<file path="src/rtl/modem_watch_pkg.sv">
package modem_watch_pkg;
  localparam int NUM_LINES = 2;
  typedef enum logic {
    LINE_CTS = 1'b0,
    LINE_CD  = 1'b1
  } line_id_e;
endpackage

</file>
<file path="src/rtl/mw_sync2.sv">
module mw_sync2 #(
  parameter logic RST_VAL = 1'b1
) (
  input  logic clk,
  input  logic rst_n,
  input  logic d,
  output logic q
);
  logic meta;
  always_ff @(posedge clk or negedge rst_n) begin
    if (!rst_n) begin
      meta <= RST_VAL;
      q    <= RST_VAL;
    end else begin
      meta <= d;
      q    <= meta;
    end
  end
endmodule

</file>
<file path="src/rtl/mw_sample_tick.sv">
module mw_sample_tick #(
  parameter int PERIOD = 65600
) (
  input  logic clk,
  input  logic rst_n,
  output logic tick
);
  localparam int CW = (PERIOD > 1) ? $clog2(PERIOD) : 1;
  localparam logic [CW-1:0] LAST = CW'(PERIOD - 1);
  logic [CW-1:0] count;

  assign tick = (count == LAST);

  always_ff @(posedge clk or negedge rst_n) begin
    if (!rst_n)    count <= '0;
    else if (tick) count <= '0;
    else           count <= count + 1'b1;
  end
endmodule

</file>
<file path="src/rtl/mw_confirm.sv">
module mw_confirm #(
  parameter logic RST_LEVEL = 1'b1
) (
  input  logic clk,
  input  logic rst_n,
  input  logic tick,
  input  logic sample,
  output logic level,
  output logic take
);
  logic seen_once;
  logic differs;

  assign differs = (sample != level);
  assign take    = tick & differs & seen_once;

  always_ff @(posedge clk or negedge rst_n) begin
    if (!rst_n) begin
      level     <= RST_LEVEL;
      seen_once <= 1'b0;
    end else if (tick) begin
      if (take) begin
        level     <= sample;
        seen_once <= 1'b0;
      end else begin
        seen_once <= differs;
      end
    end
  end
endmodule

</file>
<file path="src/rtl/mw_event_slot.sv">
module mw_event_slot
  import modem_watch_pkg::*;
(
  input  logic                 clk,
  input  logic                 rst_n,
  input  logic [NUM_LINES-1:0] take,
  input  logic [NUM_LINES-1:0] new_level,
  input  logic                 rpt_en,
  output logic                 evt_valid,
  input  logic                 evt_ready,
  output logic                 evt_pin,
  output logic                 evt_level
);
  logic [NUM_LINES-1:0] pend;
  logic [NUM_LINES-1:0] lvl;
  logic                 held;
  logic                 held_sel;
  logic                 fire;
  line_id_e             pick;

  assign pick      = pend[LINE_CTS] ? LINE_CTS : LINE_CD;
  assign evt_valid = |pend;
  assign evt_pin   = held ? held_sel : logic'(pick);
  assign evt_level = lvl[evt_pin];
  assign fire      = evt_valid & evt_ready;

  for (genvar i = 0; i < NUM_LINES; i++) begin : g_slot
    logic clear_me;
    logic set_me;
    assign clear_me = fire & (evt_pin == 1'(i));
    assign set_me   = take[i] & rpt_en;
    always_ff @(posedge clk or negedge rst_n) begin
      if (!rst_n) begin
        pend[i] <= 1'b0;
        lvl[i]  <= 1'b1;
      end else if (set_me) begin
        pend[i] <= 1'b1;
        lvl[i]  <= new_level[i];
      end else if (clear_me) begin
        pend[i] <= 1'b0;
      end
    end
  end

  always_ff @(posedge clk or negedge rst_n) begin
    if (!rst_n) begin
      held     <= 1'b0;
      held_sel <= 1'b0;
    end else begin
      held     <= evt_valid & ~evt_ready;
      held_sel <= evt_pin;
    end
  end
endmodule

</file>
<file path="src/rtl/modem_line_watch.sv">
module modem_line_watch
  import modem_watch_pkg::*;
#(
  parameter int PERIOD = 65600
) (
  input  logic clk,
  input  logic rst_n,
  input  logic cts_in,
  input  logic cd_in,
  input  logic rpt_en,
  input  logic rts_wr,
  input  logic rts_wr_value,
  output logic rts_out,
  input  logic rd_strobe,
  output logic rd_valid,
  output logic rd_cts,
  output logic rd_cd,
  output logic rd_rts,
  output logic evt_valid,
  input  logic evt_ready,
  output logic evt_pin,
  output logic evt_level
);
  logic                 tick;
  logic [NUM_LINES-1:0] raw;
  logic [NUM_LINES-1:0] synced;
  logic [NUM_LINES-1:0] level;
  logic [NUM_LINES-1:0] take;

  assign raw[LINE_CTS] = cts_in;
  assign raw[LINE_CD]  = cd_in;

  mw_sample_tick #(.PERIOD(PERIOD)) u_tick (
    .clk(clk), .rst_n(rst_n), .tick(tick)
  );

  for (genvar i = 0; i < NUM_LINES; i++) begin : g_line
    mw_sync2 #(.RST_VAL(1'b1)) u_sync (
      .clk(clk), .rst_n(rst_n), .d(raw[i]), .q(synced[i])
    );
    mw_confirm #(.RST_LEVEL(1'b1)) u_conf (
      .clk(clk), .rst_n(rst_n), .tick(tick), .sample(synced[i]),
      .level(level[i]), .take(take[i])
    );
  end

  mw_event_slot u_evt (
    .clk(clk), .rst_n(rst_n), .take(take), .new_level(level ^ take),
    .rpt_en(rpt_en), .evt_valid(evt_valid), .evt_ready(evt_ready),
    .evt_pin(evt_pin), .evt_level(evt_level)
  );

  always_ff @(posedge clk or negedge rst_n) begin
    if (!rst_n)      rts_out <= 1'b1;
    else if (rts_wr) rts_out <= rts_wr_value;
  end

  always_ff @(posedge clk or negedge rst_n) begin
    if (!rst_n) begin
      rd_valid <= 1'b0;
      rd_cts   <= 1'b1;
      rd_cd    <= 1'b1;
      rd_rts   <= 1'b1;
    end else begin
      rd_valid <= rd_strobe;
      if (rd_strobe) begin
        rd_cts <= level[LINE_CTS];
        rd_cd  <= level[LINE_CD];
        rd_rts <= rts_out;
      end
    end
  end
endmodule

</file>
<file path="config.mk">
export PLATFORM = sky130hd
export DESIGN_NAME = modem_line_watch
export DESIGN_NICKNAME = d
export VERILOG_FILES = /design/src/rtl/modem_watch_pkg.sv /design/src/rtl/mw_sync2.sv /design/src/rtl/mw_sample_tick.sv /design/src/rtl/mw_confirm.sv /design/src/rtl/mw_event_slot.sv /design/src/rtl/modem_line_watch.sv
export SDC_FILE = /design/constraint.sdc
export NUM_CORES = 1
export LEC_CHECK = 0
export BUFFER_PORTS_ARGS = -buffer_cell sky130_fd_sc_hd__buf_2
export CAP_MARGIN = 20
export CORE_MARGIN = 2
export CORE_UTILIZATION = 54
export DETAILED_ROUTE_END_ITERATION = 6
export PLACE_DENSITY = 0.76
export RECOVER_POWER = 25
export SLEW_MARGIN = 15
export SYNTH_ARGS = -nofsm -noshare
export SYNTH_HDL_FRONTEND = slang
export SYNTH_SLANG_ARGS = --single-unit
</file>
<file path="constraint.sdc">
create_clock -name clk -period 2.9 [get_ports clk]
set_input_delay 0.145 -clock clk [delete_from_list [all_inputs] [get_ports clk]]
set_output_delay 0.145 -clock clk [all_outputs]
set_load 0.01 [all_outputs]
</file>
==> results of run 1 <==
Yosys cell counts, types with 3 or more instances:
| master | number | area, um^2 |
|---|---|---|
| and3_1 | 4 | 25.0 |
| and4_1 | 3 | 26.3 |
| dfrtp_1 | 24 | 601 |
| dfstp_2 | 12 | 315 |
| mux2_2 | 8 | 90.1 |
| nand2_1 | 13 | 48.8 |
| nand3_1 | 10 | 50.1 |
| nand4_1 | 3 | 18.8 |
| nor2_1 | 9 | 33.8 |
| nor2b_1 | 3 | 18.8 |
| xnor2_1 | 10 | 87.6 |
| xor2_1 | 5 | 43.8 |
state kept, by name (all words and copies together), names as in the netlist, 2 cells and up:
register,count
g_line.u_sync.meta,2
u_evt.pend,2
u_evt.lvl,2
g_line.u_sync.q,2
g_line.u_conf.level,2
g_line.u_conf.seen_once,2
u_tick.count,17
per-stage QoR:
stage / std cells / total power [mW] / worst slack, ns
2_1_floorplan: 132 / 0.536 / 1.14
3_3_place_gp: 176 / 0.557 / 1.09
3_5_place_dp: 176 / 0.558 / 1.07
4_1_cts: 189 / 0.905 / 1.04
5_1_grt: 189 / 0.932 / 0.613
6_report: 189 / 0.892 / 1.04
layout make-up:
cell class | count | share of cell area [%]
flip-flops and latches | 36 | 50.9
inverters | 2 | 0.417
repair buffers | 21 | 7.09
multi-input cells | 91 | 35.2
well taps | 31 | 2.15
clock buffers | 6 | 2.29
clock inverters | 2 | 1.95
kinds of logic after synthesis:
group           share of synthesized area [%]
buf+inv                                  1.51
compound gates                           4.69
simple gates                             20.1
mux                                      6.36
xor+xnor                                 8.35
flops                                    58.2
fa+ha+maj                               0.795
routing by layer:
metal  vias up  global-route usage, %  routed length (um)  part of all wire [%]
met2        22                   29.9                1290                    48
met5         -                      0                   0                     0
met3         6                   7.14                 114                   4.2
met1       512                   24.7                1240                    46
li1        519                      -                   -                     -
met4         0                   7.64                  43                   1.6
report_power, final:
part           internal, mW  switching [mW]
clock network         0.181           0.160
registers             0.514         0.00391
logic                0.0154          0.0187
worst paths after layout:
kind	start	end	slack (ns)	cells after the start
min in group asynchronous	rst_n	u_tick.count[6]	0.81	2
min reg2reg	g_line[1].u_sync.meta	g_line[1].u_sync.q	0.36	0
max	u_tick.count[11]	g_line[1].u_conf.seen_once	1.04	4
max reg2reg	u_tick.count[11]	g_line[1].u_conf.seen_once	1.04	4
max in group asynchronous	rst_n	u_tick.count[1]	1.05	2
min	rts_wr_value	rts_out	0.04	2
==> metrics.yaml, run 1 <==
final_layout:
  mostFrequentLayoutCells: "24 x dfrtp_1, 14 x buf_2, 13 x nand2_1"
  nets: 167
  design_area_um2: 1800
  utilization_pct: 65.3
  fillCellCount: 218
  insertedDiodeCount: 0
  final_common_cell: "dfrtp_1"
  seq_area_um2: 916
  drive_gt1_share_pct: 29.1
  multi_input_area_um2: 634
  syn_to_final_growth_pct: 14.4
synth:
  synth_edf_count: 0
  synthCells: 132
  yosysWarnings: 0
  synth_fp_nets: 142
  yosys.cell_types.count: 35
  avgSynthCellArea_um2: 11.9
  synthesis.area_um2: 1570
  synth-async-reset-ratio_pct: 100
  ys_seq_elements: 36
  ys_seq_area_share_pct: 58.2
  synthFlopType: "dfrtp_1"
cts:
  cts_hold_buf: 5
  clk_path_buf_depth: 2
  clockRootBuffer: "clkbuf_4"
  cts.sinks: 36
  clk_latency_ns: 0.34
  post_cts_buffers: 0
  cts_resized: 0
  h-tree-depth: 2
  clk_pin_slew_ns: 0.10
  numCtsBuffers: 5
  cts_tree: "yes"
placement:
  gp_congestion: 0.817
  hpwl_mm: 1.93
  post_dp_cell_area_um2: 1680
  io_buffers: 16
detailed_routing:
  drt_iter0_markers: 42
  firstDrtPassIters: 4
  wl_mm: 2.69
  drc: 0
  viasPerCell: 5.60
  vias: 1059
  antenna_left: 0
  wire_per_inst_um: 14.2
power_and_ir_drop:
  ir_drop_mv: 0.410
  p_leak_nw: 0.790
  p_per_area_nw_per_um2: 496
sta:
  max-slew-margin-rel_pct: -19.3
  setup_viol: 0
  maxSlewViolCount: 37
  grt_setup_unrepaired: "false"
  finalSetupTns_ns: 0
  hold_slack_ns: 0.0410
  tightest_slew_ns: 1.79
  min_period_over_period_pct: 64.2
  finClkSkew_ns: 0.0132
  hold_viol_final: 0
  fin_crit_ns: 1.86
  fmax_mhz: 537
global_routing:
  antenna_found_initial: 0
  grtUsageTotal_pct: 19.3
  grt_first_pass_wirelength_mm: 4.82
  grt_pass1_vias: 1099
  grt_max_degree: 37
  overflow: 0
die:
  dieArea_um2: 3360
  design.core.area_um2: 2760
  rows: 19
  die_w_um: 58.0
  die_h_um: 58.0
  initial_core_util_pct: 57.1
  io_pins: 17
setup_path:
  cp.arrival_ns: 2.09
  path_cells: "nor4_2 -> nand4_2 -> nor3_2 -> mux2_2"
  critPathMaxFanout: 7
  start_kind: "register"
  path_class: "register to register"
  crit_family: "simple AND/OR/NAND/NOR gates"
  worstPathRequired_ns: 3.13
  end_kind: "register"
  cpMaxStageDelayCell: "dfrtp_1"
  worst_path_largest_cell_delay_ns: 0.43
  crit_buf_inv: 0
run_status:
  violations: "max-capacitance violations, max-slew violations"
  status: "finished, violations left"
flow_run:
  cap_violations: 1
worst_hold_path:
  min_path_type: "primary input to register"
Power figures use the tool's default switching activity.
==> run 2, diff against run 1 <==
CORE_UTILIZATION = 51   (was 54)
clock period = 1.6 ns   (was 2.9 ns; I/O delays follow)
==> metrics.yaml, run 2 (synthesis results as in run 1) <==
detailed_routing:
  wl_mm: 3.36  # +25%
  vias: 1230  # +16%
  drt_iter0_markers: 72  # +71%
  wire_per_inst_um: 15.3  # +7.4%
  firstDrtPassIters: 4  # unchanged
  antenna_left: 0  # unchanged
  viasPerCell: 5.59  # -0.22%
  drc: 0  # unchanged
setup_path:
  path_class: "register to register"
  crit_buf_inv: 1  # +1
  end_kind: "register"
  r2r_start: "u_tick.count[11]"
  worst_path_largest_cell_delay_ns: 0.43  # about the same
  r2r.worst_path.cells: 5  # +1
  critPathMaxFanout: 4  # -3
  crit_family: "simple AND/OR/NAND/NOR gates"
  rrSetupSlack_ns: -0.03  # -1.07 ns
  cpMaxStageDelayCell: "dfrtp_1"
  rr_endpoint: "g_line[0].u_conf.seen_once"
  cp.arrival_ns: 1.88  # -0.21 ns
  critical_path_cell_count: 5  # +1
  worstPathRequired_ns: 1.84  # -1.29 ns
  start_kind: "register"
  path_cells: "nor4_4 -> nand4_2 -> buf_6 -> nor3_4 -> mux2_2"
power_and_ir_drop:
  p_per_area_nw_per_um2: 761  # +54%
  ir_drop_mv: 0.645  # +57%
  p_leak_nw: 0.961  # +22%
run_status:
  violations: "negative setup slack"
  status: "finished, violations left"
sta:
  finalSetupTns_ns: -0.127  # -0.127 ns
  setup_viol: 7  # +7
  hold_viol_final: 0  # unchanged
  tightest_slew_ns: 0.853  # -0.936 ns
  setup_ws_ns: -0.0319  # -1.07 ns
  maxSlewViolCount: 0  # -100%
  fmax_mhz: 613  # +14%
  min_period_over_period_pct: 102  # +38 points
  grt_setup_unrepaired: "true"
  fin_crit_ns: 1.63  # -0.231 ns
  finClkSkew_ns: 0.00715  # -0.00608 ns
  max-slew-margin-rel_pct: 43.1  # +62 points
cts:
  cts_tree: "yes"
  clockRootBuffer: "clkbuf_4"
  numCtsBuffers: 5  # unchanged
  clk_path_buf_depth: 2  # unchanged
  h-tree-depth: 2  # unchanged
  clk_latency_ns: 0.35  # about the same
  clk_pin_slew_ns: 0.11  # about the same
  cts.sinks: 36  # unchanged
final_layout:
  insertedDiodeCount: 0  # unchanged
  design_area_um2: 2150  # +19%
  final_common_cell: "dfrtp_1"
  syn_to_final_growth_pct: 36.5
  largest_register: "u_tick.count"
  mostFrequentLayoutCells: "24 x dfrtp_1, 20 x buf_4, 14 x buf_2"
  largest_reg_flops: 17  # unchanged
  nets: 196  # +17%
  drive_gt1_share_pct: 47.1  # +18 points
worst_hold_path:
  hp-start: "rpt_en"
  holdPathStages: 4  # +2
  whs_endpoint: "u_evt.lvl[0]"
  min_path_type: "primary input to register"
die:
  dieArea_um2: 3550  # +5.5%
  die_h_um: 59.6  # +2.7%
  io_pins: 17  # unchanged
  rows: 20  # +1
  design.core.area_um2: 3000  # +8.9%
  initial_core_util_pct: 52.4  # -4.7 points
  die_w_um: 59.6  # +2.7%
global_routing:
  grt_pass1_vias: 1181  # +7.5%
  grtUsageMet3_pct: 7.42  # +0.28 points
  grtUsageTotal_pct: 19.9  # +0.60 points
  grt_first_pass_wirelength_mm: 5.06  # +4.9%
  top_usage_layer: "met2"
  gr-usage-met1_pct: 23.1  # -1.6 points
  antenna_found_initial: 0  # unchanged
  overflow: 0  # unchanged
  grtUsageMet2_pct: 32.5  # +2.6 points
  grt_max_degree: 37  # unchanged
placement:
  gp_congestion: 0.826  # +1.2%
  io_buffers: 16  # unchanged
  post_dp_cell_area_um2: 1840  # +9.6%
  hpwl_mm: 2.14  # +10%
flow_run:
  cap_violations: 0  # -1
run 2: final cells by class:
cell class,count,area [um^2]
clock inverters,2,35.0
multi-input cells,91,726
well taps,33,41.3
fillers,200,855
repair buffers,50,382
clock buffers,6,41.3
inverters,2,7.51
flip-flops and latches,36,916
run 2: power by group:
part	internal, mW	total [mW]	leakage (nW)	switching [mW]
clock network	0.327	0.625	0.0422	0.297
registers	0.932	0.939	0.439	0.00756
logic	0.0331	0.0704	0.481	0.0373
run 2: layer usage:
layer  part of all wire (%)  vias up  wire length, um
li1                       -      576                -
met1                     42      619             1430
met2                     50       24             1690
met3                    4.5       11              150
met4                    2.6        0               87
met5                      0        -                0
run 2: what timing repair did:
action | in CTS | in global routing
pin swaps | 3 | 7
gates resized for setup | 5 | 22
setup buffers | 0 | 6
hold buffers | 7 | 0
hold endpoints to repair | 29 | 0
endpoints found under the setup margin | 8 | 12
run 2: worst reg2reg max path: stages, from the launching register on:
cell and delay, ns:
dfrtp_1 0.43, nor4_4 0.30, nand4_2 0.13, buf_6 0.16, nor3_4 0.16, mux2_2 0.35
run 2: worst max path at each step:
stage | start | to | slack (ns)
finish | u_tick.count[11] | g_line[0].u_conf.seen_once | -0.03
global route | u_tick.count[11] | g_line[1].u_conf.seen_once | -0.14
CTS | u_tick.count[12] | g_line[0].u_conf.seen_once | -0.1
detailed placement | u_tick.count[11] | g_line[0].u_conf.seen_once | -0.11
global placement | u_tick.count[11] | u_evt.lvl[0] | -0.06
floorplan | u_tick.count[11] | u_evt.lvl[0] | -0.1
run 2: metrics by stage:
| stage | util, % | cells | worst slack (ns) | total power, mW | hold slack, ns |
|---|---|---|---|---|---|
| after global routing | 71.5 | 220 | -0.136 | 1.68 | 0.118 |
| after CTS | 67.0 | 214 | -0.0996 | 1.64 | 0.105 |
| after global placement | 61.2 | 199 | -0.0574 | 1.01 | 0.182 |
| final | 71.5 | 220 | -0.0319 | 1.63 | 0.118 |
| after floorplan | - | 132 | -0.0985 | 0.971 | -0.216 |
| after detailed placement | 61.2 | 199 | -0.107 | 1.01 | 0.190 |
==> run 3, diff against run 2 <==
CORE_MARGIN = default   (was 2)
==> metrics.yaml, run 3 (synthesis results as in run 1) <==
cts:
  clockRootBuffer: "clkbuf_4"
  cts.sinks: 36  # unchanged
  clk_pin_slew_ns: 0.10  # about the same
  h-tree-depth: 2  # unchanged
  clk_path_buf_depth: 2  # unchanged
  numCtsBuffers: 5  # unchanged
  clk_latency_ns: 0.34  # about the same
  cts_tree: "yes"
detailed_routing:
  drt_iter0_markers: 26  # -64%
  wl_mm: 3.21  # -4.4%
  viasPerCell: 5.51  # -1.5%
  firstDrtPassIters: 6  # +2
  drc: 1  # +1
  vias: 1184  # -3.7%
  antenna_left: 0  # unchanged
  wire_per_inst_um: 14.9  # -2.2%
setup_path:
  start_kind: "register"
  worstPathRequired_ns: 1.83  # about the same
  end_kind: "register"
  cp.arrival_ns: 1.93  # +0.05 ns
  startpoint: "u_tick.count[12]"
  path_class: "register to register"
  critPathMaxFanout: 4  # unchanged
  r2r_start: "u_tick.count[12]"
final_layout:
  drive_gt1_share_pct: 42.4  # -4.7 points
  insertedDiodeCount: 0  # unchanged
  fillCellCount: 197  # -1.5%
  mostFrequentLayoutCells: "24 x dfrtp_1, 22 x buf_4, 14 x buf_2"
  design_area_um2: 2050  # -4.4%
  nets: 193  # -1.5%
  syn_to_final_growth_pct: 30.4
  multi_input_area_um2: 692  # -4.7%
  largest_register: "u_tick.count"
  final_common_cell: "dfrtp_1"
  largest_reg_flops: 17  # unchanged
  utilization_pct: 72.6  # +1.0 points
  seq_area_um2: 916  # unchanged
die:
  io_pins: 17  # unchanged
  design.core.area_um2: 2830  # -5.8%
  initial_core_util_pct: 55.6  # +3.2 points
  dieArea_um2: 3310  # -6.6%
  die_h_um: 57.6  # -3.4%
  die_w_um: 57.6  # -3.4%
  rows: 19  # -5.0%
global_routing:
  antenna_found_initial: 0  # unchanged
  grt_first_pass_wirelength_mm: 5.29  # +4.5%
  overflow: 0  # unchanged
  grtUsageTotal_pct: 21.9  # +2.1 points
  grt_max_degree: 37  # unchanged
  grt_pass1_vias: 1228  # +4.0%
sta:
  maxSlewViolCount: 0  # unchanged
  finalSetupTns_ns: -0.301  # -0.174 ns
  finClkSkew_ns: 0.00997  # +0.00283 ns
  fmax_mhz: 587  # -4.3%
  max-slew-margin-rel_pct: 43.2  # +0.085 points
  fin_crit_ns: 1.70  # +0.0730 ns
  setup_ws_ns: -0.105  # -0.0730 ns
  grt_setup_unrepaired: "true"
  setup_viol: 4  # -3
  hold_slack_ns: 0.134  # +0.0165 ns
  tightest_slew_ns: 0.852  # -0.00127 ns
  min_period_over_period_pct: 107  # +4.6 points
  hold_viol_final: 0  # unchanged
power_and_ir_drop:
  p_per_area_nw_per_um2: 741  # -2.7%
  p_leak_nw: 0.931  # -3.1%
  ir_drop_mv: 0.637  # -1.1%
worst_hold_path:
  min_path_type: "primary input to register"
  hp-start: "rpt_en"
placement:
  hpwl_mm: 2.19  # +2.7%
  gp_congestion: 0.886  # +7.3%
  io_buffers: 16  # unchanged
  post_dp_cell_area_um2: 1860  # +1.1%
run_status:
  status: "finished, violations left"
  violations: "design-rule violations, negative setup slack"
flow_run:
  cap_violations: 0  # unchanged
-- run 3: cell types whose count changed in the layout (fill, tap and decap cells not counted), moves of 2 or more --
| cell | before | now |
|---|---|---|
| buf_6 | 6 | 2 |
| nor2_1 | 6 | 9 |
| buf_4 | 20 | 22 |
| nor2_2 | 2 | 0 |
-- run 3: path summary, 6_finish.rpt --
path                            cells past startpoint  slack (ns)                         end
worst max-delay path                                5       -0.10  g_line[0].u_conf.seen_once
worst min-delay path                                4        0.13                u_evt.lvl[0]
worst max register to register                      5       -0.10  g_line[0].u_conf.seen_once
worst min register to register                      0        0.36          g_line[1].u_sync.q
max in group asynchronous                           2        0.69             u_tick.count[0]
min in group asynchronous                           2        0.36             u_tick.count[8]
-- run 3: final cells by class --
class                           instances  share of cell area (%)
Clock inverter                          1                   0.366
Clock buffer                            7                    2.68
Tap cell                               31                    1.89
Inverter                                2                   0.366
Multi-Input combinational cell         91                    33.7
Timing Repair Buffer                   47                    16.4
Sequential cell                        36                    44.6
-- run 3: power breakdown --
part,switching (mW),leakage [nW],internal [mW]
registers,0.00708,0.439,0.932
clock network,0.297,0.0315,0.215
logic,0.0363,0.461,0.0330
total,0.341,0.931,1.18
-- run 3: through the flow --
| step | cells | power (mW) | setup slack [ns] |
|---|---|---|---|
| 2_1_floorplan | 132 | 0.971 | -0.0985 |
| 3_3_place_gp | 200 | 1.01 | -0.104 |
| 3_5_place_dp | 200 | 1.01 | -0.185 |
| 4_1_cts | 215 | 1.53 | -0.121 |
| 5_1_grt | 215 | 1.58 | -0.161 |
| 6_report | 215 | 1.52 | -0.105 |
-- run 3: layer usage --
layer | vias to the layer above | wire length, um | track usage (%)
met5 | - | 0 | 0
met4 | 0 | 51 | 11.8
met3 | 4 | 98 | 5.90
met2 | 18 | 1690 | 36.7
met1 | 589 | 1370 | 25.7
li1 | 573 | - | -
-- run 3: timing repair --
item / 4_1_cts / 5_1_grt
hold buffers: 7 / 0
gates resized for setup: 10 / 3
setup buffers: 2 / 1
endpoints found under the hold margin: 29 / 0
setup endpoints to repair: 10 / 11
pin swaps: 3 / 2
-- run 3: worst max-delay path, cell delays in order (launching register included) --
cell and delay [ns]:
dfrtp_1 0.42, nor4_4 0.32, nand4_2 0.17, buf_6 0.16, nor3_4 0.17, mux2_2 0.36
